### src/rtl/ssv_pkg.sv
package ssv_pkg;
    localparam int ADDR_W_DEF = 32;
    localparam int DATA_W_DEF = 64;
    localparam int DEPTH_DEF  = 8;
    localparam int NPORT_DEF  = 2;

    typedef enum logic [1:0] {
        ST_PEND = 2'd0,
        ST_SIL  = 2'd1,
        ST_NSIL = 2'd2
    } vstate_e;
endpackage

### src/rtl/ssv_port_arb.sv
module ssv_port_arb #(
    parameter int NPORT = 2,
    parameter int PW    = 1
) (
    input  logic [NPORT-1:0] dem_req,
    output logic             free,
    output logic [PW-1:0]    idx
);
    always_comb begin
        free = 1'b0;
        idx  = '0;
        for (int p = NPORT - 1; p >= 0; p--) begin
            if (!dem_req[p]) begin
                free = 1'b1;
                idx  = PW'(p);
            end
        end
    end
endmodule

### src/rtl/ssv_oldest_pick.sv
module ssv_oldest_pick #(
    parameter int DEPTH = 8,
    parameter int IDX_W = 3
) (
    input  logic [DEPTH-1:0] elig,
    input  logic [IDX_W-1:0] head,
    output logic             found,
    output logic [IDX_W-1:0] idx
);
    logic [IDX_W-1:0] j;

    always_comb begin
        found = 1'b0;
        idx   = head;
        j     = head;
        for (int k = DEPTH - 1; k >= 0; k--) begin
            j = head + IDX_W'(k);
            if (elig[j]) begin
                found = 1'b1;
                idx   = j;
            end
        end
    end
endmodule

### src/rtl/ssv_mask_cmp.sv
module ssv_mask_cmp #(
    parameter int DATA_W = 64,
    parameter int BE_W   = DATA_W / 8
) (
    input  logic [DATA_W-1:0] st_data,
    input  logic [DATA_W-1:0] rd_data,
    input  logic [BE_W-1:0]   be,
    input  logic              hit,
    output logic              silent
);
    logic [BE_W-1:0] byte_ok;

    for (genvar b = 0; b < BE_W; b++) begin : g_byte
        assign byte_ok[b] = !be[b] || (st_data[8*b +: 8] == rd_data[8*b +: 8]);
    end

    assign silent = hit && (&byte_ok);
endmodule

### src/rtl/ssv_sched.sv
module ssv_sched #(
    parameter int ADDR_W = ssv_pkg::ADDR_W_DEF,
    parameter int DATA_W = ssv_pkg::DATA_W_DEF,
    parameter int DEPTH  = ssv_pkg::DEPTH_DEF,
    parameter int NPORT  = ssv_pkg::NPORT_DEF,
    localparam int BE_W  = DATA_W / 8,
    localparam int IDX_W = $clog2(DEPTH),
    localparam int CNT_W = IDX_W + 1,
    localparam int PW    = (NPORT > 1) ? $clog2(NPORT) : 1
) (
    input  logic              clk,
    input  logic              rst_n,
    input  logic              alloc_valid,
    input  logic [ADDR_W-1:0] alloc_addr,
    input  logic [DATA_W-1:0] alloc_data,
    input  logic [BE_W-1:0]   alloc_be,
    output logic              tbl_full,
    input  logic [NPORT-1:0]  dem_req,
    output logic              vfy_valid,
    output logic [PW-1:0]     vfy_port,
    output logic [ADDR_W-1:0] vfy_addr,
    input  logic              rsp_hit,
    input  logic [DATA_W-1:0] rsp_data,
    input  logic              commit_valid,
    output logic              wr_en,
    output logic [ADDR_W-1:0] wr_addr,
    output logic [DATA_W-1:0] wr_data,
    output logic [BE_W-1:0]   wr_be,
    output logic              squash
);
    import ssv_pkg::*;

    typedef struct packed {
        logic [ADDR_W-1:0] addr;
        logic [DATA_W-1:0] data;
        logic [BE_W-1:0]   be;
        vstate_e           st;
    } ent_t;

    typedef struct packed {
        ent_t [DEPTH-1:0] ent;
        logic [DEPTH-1:0] vld;
        logic [IDX_W-1:0] head;
        logic [IDX_W-1:0] tail;
        logic [CNT_W-1:0] cnt;
        logic             fl_vld;
        logic [IDX_W-1:0] fl_idx;
    } state_t;

    state_t s_q, s_d;

    logic             port_free;
    logic [PW-1:0]    port_idx;
    logic [DEPTH-1:0] elig;
    logic             pick_found;
    logic [IDX_W-1:0] pick_idx;
    logic             rsp_silent;
    logic             commit_fire;
    logic             alloc_ok;
    logic             rsp_apply;
    ent_t             head_ent;
    ent_t             fl_ent;

    ssv_port_arb #(.NPORT(NPORT), .PW(PW)) u_arb (
        .dem_req (dem_req),
        .free    (port_free),
        .idx     (port_idx)
    );

    ssv_oldest_pick #(.DEPTH(DEPTH), .IDX_W(IDX_W)) u_pick (
        .elig  (elig),
        .head  (s_q.head),
        .found (pick_found),
        .idx   (pick_idx)
    );

    assign fl_ent = s_q.ent[s_q.fl_idx];

    ssv_mask_cmp #(.DATA_W(DATA_W), .BE_W(BE_W)) u_cmp (
        .st_data (fl_ent.data),
        .rd_data (rsp_data),
        .be      (fl_ent.be),
        .hit     (rsp_hit),
        .silent  (rsp_silent)
    );

    always_comb begin
        s_d         = s_q;
        head_ent    = s_q.ent[s_q.head];
        commit_fire = commit_valid && (s_q.cnt != '0);
        alloc_ok    = alloc_valid && (s_q.cnt != CNT_W'(DEPTH));
        squash      = commit_fire && (head_ent.st == ST_SIL);
        wr_en       = commit_fire && !squash;
        wr_addr     = head_ent.addr;
        wr_data     = head_ent.data;
        wr_be       = head_ent.be;
        tbl_full    = (s_q.cnt == CNT_W'(DEPTH));

        for (int i = 0; i < DEPTH; i++) begin
            elig[i] = s_q.vld[i] && (s_q.ent[i].st == ST_PEND)
                      && !(s_q.fl_vld && (s_q.fl_idx == IDX_W'(i)))
                      && !(commit_fire && (s_q.head == IDX_W'(i)));
        end

        vfy_valid = port_free && pick_found;
        vfy_port  = port_idx;
        vfy_addr  = s_q.ent[pick_idx].addr;

        rsp_apply = s_q.fl_vld && !(commit_fire && (s_q.head == s_q.fl_idx));
        if (rsp_apply) begin
            s_d.ent[s_q.fl_idx].st = rsp_silent ? ST_SIL : ST_NSIL;
        end

        if (commit_fire) begin
            s_d.vld[s_q.head] = 1'b0;
            s_d.head          = s_q.head + 1'b1;
        end

        if (alloc_ok) begin
            s_d.ent[s_q.tail].addr = alloc_addr;
            s_d.ent[s_q.tail].data = alloc_data;
            s_d.ent[s_q.tail].be   = alloc_be;
            s_d.ent[s_q.tail].st   = ST_PEND;
            s_d.vld[s_q.tail]      = 1'b1;
            s_d.tail               = s_q.tail + 1'b1;
        end

        s_d.cnt    = s_q.cnt + CNT_W'(alloc_ok) - CNT_W'(commit_fire);
        s_d.fl_vld = vfy_valid;
        s_d.fl_idx = pick_idx;
    end

    always_ff @(posedge clk) begin
        if (!rst_n) s_q <= '0;
        else        s_q <= s_d;
    end

    // the verify port is never one claimed by a demand access
    p_port_free_r2: assert property (@(posedge clk) disable iff (!rst_n)
        vfy_valid |-> !dem_req[vfy_port]);

    // all ports claimed means no verify
    p_busy_blocks_r2: assert property (@(posedge clk) disable iff (!rst_n)
        ($countones(dem_req) == NPORT) |-> !vfy_valid);

    // a commit yields exactly one of write or squash
    p_one_outcome_r5: assert property (@(posedge clk) disable iff (!rst_n)
        (commit_valid && s_q.cnt != '0) |-> $onehot({wr_en, squash}));

    // a store whose verify is still returning is written
    p_inflight_write_r7: assert property (@(posedge clk) disable iff (!rst_n)
        (commit_valid && s_q.cnt != '0 && s_q.fl_vld && s_q.fl_idx == s_q.head) |-> wr_en);

    // occupancy bounded and empty commits do nothing
    p_cnt_bound_r9: assert property (@(posedge clk) disable iff (!rst_n)
        s_q.cnt <= CNT_W'(DEPTH));
    p_empty_commit_r9: assert property (@(posedge clk) disable iff (!rst_n)
        (s_q.cnt == '0) |-> !(wr_en || squash));

    // a verify only targets a valid, still-unverified store
    p_target_pending_r10: assert property (@(posedge clk) disable iff (!rst_n)
        vfy_valid |-> (s_q.vld[pick_idx] && s_q.ent[pick_idx].st == ST_PEND));

    // a miss never leaves the store marked silent next cycle
    p_miss_loud_r6: assert property (@(posedge clk) disable iff (!rst_n)
        (rsp_apply && !rsp_hit) |=> (s_q.ent[$past(s_q.fl_idx)].st == ST_NSIL));
endmodule

### config.mk
export PLATFORM = sky130hd
export DESIGN_NAME = ssv_sched
export DESIGN_NICKNAME = d
export VERILOG_FILES = /design/src/rtl/ssv_pkg.sv /design/src/rtl/ssv_port_arb.sv /design/src/rtl/ssv_oldest_pick.sv /design/src/rtl/ssv_mask_cmp.sv /design/src/rtl/ssv_sched.sv
export SDC_FILE = /design/constraint.sdc
export NUM_CORES = 2
export LEC_CHECK = 0
export BUFFER_PORTS_ARGS = -buffer_cell sky130_fd_sc_hd__buf_4
export CAP_MARGIN = 20
export CORE_MARGIN = 10
export CORE_UTILIZATION = 46
export CTS_CLUSTER_DIAMETER = 80
export DETAILED_ROUTE_END_ITERATION = 10
export GPL_ROUTABILITY_DRIVEN = 0
export PLACE_DENSITY = 0.76
export SETUP_SLACK_MARGIN = 0.1
export SLEW_MARGIN = 20
export SYNTH_ARGS = -nofsm -noshare
export SYNTH_HDL_FRONTEND = slang
export SYNTH_SLANG_ARGS = --single-unit
### constraint.sdc
create_clock -name clk -period 5.3 [get_ports clk]
set_input_delay 1.06 -clock clk [delete_from_list [all_inputs] [get_ports clk]]
set_output_delay 1.06 -clock clk [all_outputs]
set_load 0.02 [all_outputs]
=== Word level (Yosys, flattened, before mapping) ===
Index checks and enable logic that the tools add are counted.

* Input bits: 175
* Register bits after elaboration: 870

* Multiplexer cells: 64
* Reductions and logical operators: 97
* Bitwise logic cells: 3
* Equal/unequal tests: 26
* $add $sub $neg: 10
* Magnitude comparators: 14

{| class="wikitable"
|+ Operators with widths
! cell !! count
|-
| 848-bit bitwise mux || 5
|-
| 106-bit demux with 3-bit select || 5
|-
| 106-bit binary-select mux with 3-bit select || 3
|-
| 856-bit 2-to-1 mux || 1
|-
| 848-bit 2-to-1 mux || 1
|-
| 106-bit 2-to-1 mux || 3
|-
| 74-bit 2-to-1 mux || 2
|-
| 8-bit equality test || 8
|-
| 1-bit logical AND || 51
|-
| 3-bit by 4-bit < comparator with 1-bit output (second input constant) || 11
|-
| 1-bit zero test || 26
|-
| 1-bit binary-select mux with 3-bit select || 8
|-
| 3-bit equality test (second input constant) || 8
|-
| 3-bit 2-to-1 mux || 8
|-
| 1-bit 2-to-1 mux || 21
|-
| 2-bit zero test || 8
|-
| 3-bit adder (second input constant) || 4
|-
| 3-bit by 2-bit equality test with 1-bit output (second input constant) || 4
|-
| 11-bit 2-to-1 mux || 1
|-
| 10-bit 2-to-1 mux || 1
|-
| 3-bit by 1-bit greater-or-equal comparator with 1-bit output (second input constant) || 3
|-
| 8-bit AND || 1
|-
| 1-bit logical OR || 8
|-
| 8-bit inverter || 1
|-
| 15 further kinds || 22
|}

=== Depth between registers and ports, before layout ===
* Depth after elaboration: 17
* Mapped depth: 18
* Mapped depth without buffers: 15

=== Modules after synthesis ===
A second synthesis with hierarchy kept.

* Cells, all modules: 4658
* Area total of the unflattened synthesis: 47460.5 um2

{| class="wikitable"
|+ Modules (own cells, without submodules)
! module !! cells each !! area each (um2) !! times used
|-
| ssv_sched || 4472 || 45926.5 || 1
|-
| ssv_oldest_pick || 92 || 790.8 || 1
|-
| ssv_mask_cmp || 92 || 725.7 || 1
|-
| ssv_port_arb || 2 || 17.5 || 1
|}

=== Least setup slack after synthesis ===
Ideal clock, no wire load.

* Path type: register to output
* Start: reg s_q[11] (netlist name)
* End: out vfy_addr[27]
* Data arrival time: 4.312 ns
* Buffers on the path: 5
* Slack: -0.072 ns
* Stages on the path, launching flop included: 17
* Cells stage by stage: dfxtp_1 > clkbuf_1 > inv_1 > clkbuf_1 > ha_1 > clkbuf_1 > mux2_2 > o211a_1 > o311a_1 > a211o_1 > or4_1 > clkbuf_1 > a21boi_4 > buf_6 > o22ai_1 > o21ai_1 > a32o_1

* Longest elaborated chain between the ends: 16
* Elaborated cells between the ends (all ways): 65
* Classes of those cells: add/sub: 7; eq/ne: 7; mux: 26; reduce/logical: 25

{| class="wikitable"
|+ RTL lines
! item !! RTL line !! RTL
|-
| start: declaration || ssv_sched.sv:50 || <nowiki>state_t s_q, s_d;</nowiki>
|-
| branches (longest 13 deep; another with 3-bit adder) || - ||
|-
| 3-bit 2-to-1 mux * || ssv_oldest_pick.sv:18 || <nowiki>if (elig[j]) begin</nowiki>
|-
| 106-bit binary-select mux with 3-bit select * || ssv_sched.sv:107 || <nowiki>vfy_addr = s_q.ent[pick_idx].addr;</nowiki>
|-
| 106-bit 2-to-1 mux (not written as such) * || ssv_sched.sv:107 ||
|-
| end: declaration || ssv_sched.sv:21 || <nowiki>output logic [ADDR_W-1:0] vfy_addr,</nowiki>
|}

Every way passes the cells marked *. The select of a mux whose other input is x is not followed.

=== Worst setup path after layout ===
* Start: reg s_q[7] (netlist name)
* End: out vfy_addr[22]

* Longest elaborated chain between the ends: 17
* Elaborated cells between the ends (all ways): 52
* Classes of those cells: mux: 26; reduce/logical: 26

{| class="wikitable"
|+ RTL lines
! item !! RTL line !! RTL
|-
| 4-bit nonzero test * || ssv_sched.sv:90 || <nowiki>commit_fire = commit_valid && (s_q.cnt != '0);</nowiki>
|-
| 1-bit logical AND * || ssv_sched.sv:90 ||
|-
| 1-bit logical AND || ssv_sched.sv:102 || <nowiki>&& !(commit_fire && (s_q.head == IDX_W'(i)));</nowiki>
|-
| 1-bit zero test || ssv_sched.sv:102 ||
|-
| 1-bit logical AND || ssv_sched.sv:102 ||
|-
| 1-bit binary-select mux with 3-bit select || ssv_oldest_pick.sv:18 ||
|-
| 1-bit 2-to-1 mux (not written as such) || ssv_oldest_pick.sv:18 ||
|-
| 3-bit 2-to-1 mux (7 in a row) || ssv_oldest_pick.sv:18 ||
|-
| 3-bit 2-to-1 mux * || ssv_oldest_pick.sv:18 ||
|-
| 106-bit binary-select mux with 3-bit select * || ssv_sched.sv:107 ||
|-
| 106-bit 2-to-1 mux (not written as such) * || ssv_sched.sv:107 ||
|}

Every way passes the cells marked *; elsewhere a longest branch is shown, timed or not. The select of a mux whose other input is x is not followed.

==> impl_metrics.ini <==
[outcome]
outcome = finished, violations left
violations = setup timing

[pwr]
p_int_w = 0.0175
p_sw_w = 0.0130
p_sw_share_pct = 42.6
power_density_mw_per_mm2 = 578
pwr-share-seq_pct = 23.5
power.share.clock_pct = 23.5
p_leak_nw = 18.5
p_comb_share_pct = 53.1
peakVddDrop_mv = 0.783

[sta]
layout_min_cycle_time_ns = 6.03
fmax_ghz = 0.166
slew_violations = 0
finalCritPeriodShare_pct = 114
rsz0062_at_grt = yes
hold_viol = 0
slew_headroom_pct = 23.2
finalSetupTns_ns = -21.23
clock_skew_ns = 0.0636
worstMarginPinSlew_ns = 1.15
timing.final.ws_setup_ns = -0.726
setup_viol = 32

[synthesis]
syn_nets = 5997
synthesis.area_mm2 = 0.0452
syn_area_per_cell_um2 = 7.78
yosys_register_bits = 870
yosys_warnings = 0
synth_common_cells = nand2_1, a21oi_1, dfxtp_1, clkbuf_1, mux4_2
ys_async_sr_fraction_pct = 0
synthCells = 5803
ys.flop_type = dfxtp_1
yosysMostFrequentCell = nand2_1
post_synth_num_cell_types = 82
synth_area_leaders = dfxtp_1, nand2_1, mux4_2
yosysSeqAreaShare_pct = 38.6
yosys.area.top_type_share_pct = 38.6
yosys.area.top_type = dfxtp_1
synth_edf_count = 0

[routing]
vias_per_cell = 6.35
drt_first_iter_violations = 7052
wl_per_cell_um = 24.1
antenna_left = 0
vias = 45700
drc = 0
wirelength_mm = 174
dr.pass1.iters = 9

[cts]
clockRootBuffer = clkbuf_16
cts_tree = built
clk-insertion-delay-late_ns = 0.73
cts_made_buffers = 96
clk_path_buf_depth = 3
hold_buffers = 0
clk_pin_slew_worst_paths_ns = 0.06
cts.sinks = 870
htree_levels = 3

[critical_path]
path_max_fanout = 6
r2r_cells = 15
slowest_stage = or4_4
max_stage_delay_ns = 0.53
cp-end-kind = output pin
cp.required_ns = 4.24
r2r_slack_ns = 0.31
r2r_end = s_q[552]
rr_startpoint = s_q[2]
cp-start-kind = register
critical_path.cell_chain = inv_2, ha_2, or3b_4, nand2_4, inv_4, a2111oi_4, buf_4, buf_4, mux4_2, nor2b_4, o311a_1, a211o_4, or4_4, a21boi_4, buf_12, o22ai_4, o21ai_2, a32o_2, buf_6
cp_data_arrival_time_ns = 4.97
critPathKind = reg -> out
cpMostUsedCell = buf_4

[placed_design]
place_inst = 6994
hpwlAfterDp_mm = 99.1
post_dp_cell_area_mm2 = 0.0487
port_buffers = 315

[floorplanning]
row_count = 114
die_h_um = 333
die_width_um = 333
core_area_mm2 = 0.0970
start_util_pct = 46.6
num_io_pins = 316
die_area_mm2 = 0.111

[layout]
nets = 6029
fin_util_pct = 54.6
largest_reg_flops = 870
finalInstanceArea_mm2 = 0.0529
fin_cells = 7199
top_regs = s_q (870)
drive_gt1_share_pct = 18.2
syn_to_final_growth_pct = 17.2
regMostFlops = s_q

[min_path]
whs_path_depth = 2
holdPathEnd = s_q[21]
hp-class = reg -> reg
hp-start = s_q[21]

[global_route]
grt_pass1_vias = 43600
grt_start_max_net_pins = 135
grt_use_total_pct = 29.5
grt_overflow_total = 0
antenna_found_initial = 21
grt_pass1_wl_mm = 261

[job]
cap_violations = 0
worst max-delay path: cells and delay by family, from the launching register on:
family,cells,cell delay [ns]
mux,1,0.47
fa+ha+maj,1,0.15
simple gates,4,1.02
flops,1,0.33
buf+inv,6,0.71
compound gates,7,1.52
what timing repair did:
action                     in CTS  in global routing
gates resized for setup        44                 76
buffers inserted               11                  2
gates cloned                    5                  1
pin swaps                      21                 12
setup endpoints to repair      34                 48
worst max path at each step:
stage / startpoint / endpoint / slack [ns] / cells after the start
finish: s_q[7] / vfy_addr[22] / -0.73 / 19
global route: s_q[6] / vfy_addr[16] / -0.81 / 18
CTS: s_q[6] / vfy_addr[22] / -0.74 / 18
detailed placement: commit_valid / vfy_addr[3] / -0.58 / 17
global placement: commit_valid / vfy_addr[4] / -0.72 / 15
floorplan: commit_valid / vfy_addr[27] / 0.11 / 14
layer usage:
metal / vias up / track usage (%) / part of all wire [%]
met5: - / 0 / 0.11
met3: 802 / 7.67 / 13
met1: 21400 / 35.8 / 36
met2: 3393 / 47.0 / 45
met4: 28 / 17.3 / 6.1
li1: 20100 / - / -
cell families after synthesis:
logic type / synth area share [%]
multiplexers: 13.0
XOR/XNOR: 1.47
flip-flops: 38.6
buffers and inverters: 5.87
adder cells (fa/ha/maj): 0.543
AO/OA/AOI/OAI: 18.5
AND/OR/NAND/NOR: 22.1
through the flow:
step	hold slack, ns	setup slack [ns]	power [W]
3_5_place_dp	0.449	-0.582	0.0216
6_report	0.462	-0.726	0.0306
3_3_place_gp	0.441	-0.723	0.0213
5_1_grt	0.482	-0.814	0.0316
4_1_cts	0.457	-0.741	0.0297
2_1_floorplan	0.432	0.113	0.0159
power groups by stage:
stage	Combinational, W	Clock, W	Sequential (W)
2_1_floorplan	0.00875	0	0.00718
3_3_place_gp	0.0140	0	0.00728
3_5_place_dp	0.0143	0	0.00729
4_1_cts	0.0153	0.00721	0.00715
5_1_grt	0.0169	0.00746	0.00720
6_report	0.0162	0.00718	0.00717
cells in the final DEF, fill, tap and decap left out, drive strengths merged, types with 7 or more instances in the layout:
cell type / n
nand2: 2156
a21oi: 873
dfxtp: 870
buf: 521
mux4: 219
a22oi: 151
clkbuf: 137
nor2: 126
nand3: 78
o22ai: 71
mux2i: 58
o21ai: 52
nor3: 47
xnor2: 41
a221oi: 36
xor2: 35
a211oi: 34
nand4: 33
o21a: 31
mux2: 31
a31oi: 29
a32o: 27
clkinv: 25
inv: 23
ha: 18
o211ai: 13
a22o: 13
and2: 12
nor2b: 10
diode: 9
nor3b: 9
nand2b: 8
a222oi: 8
bufinv: 8
a311oi: 8
nor4: 7
a31o: 7
layout make-up:
type | count | area, um2
fillers | 8637 | 44100
flip-flops and latches | 870 | 17400
multi-input cells | 4323 | 25700
clock buffers | 135 | 2860
diodes | 9 | 22.5
inverters | 19 | 86.3
well taps | 1276 | 1600
clock inverters | 42 | 574
repair buffers | 525 | 4680
Note: power is estimated with default switching activity, not from simulation.
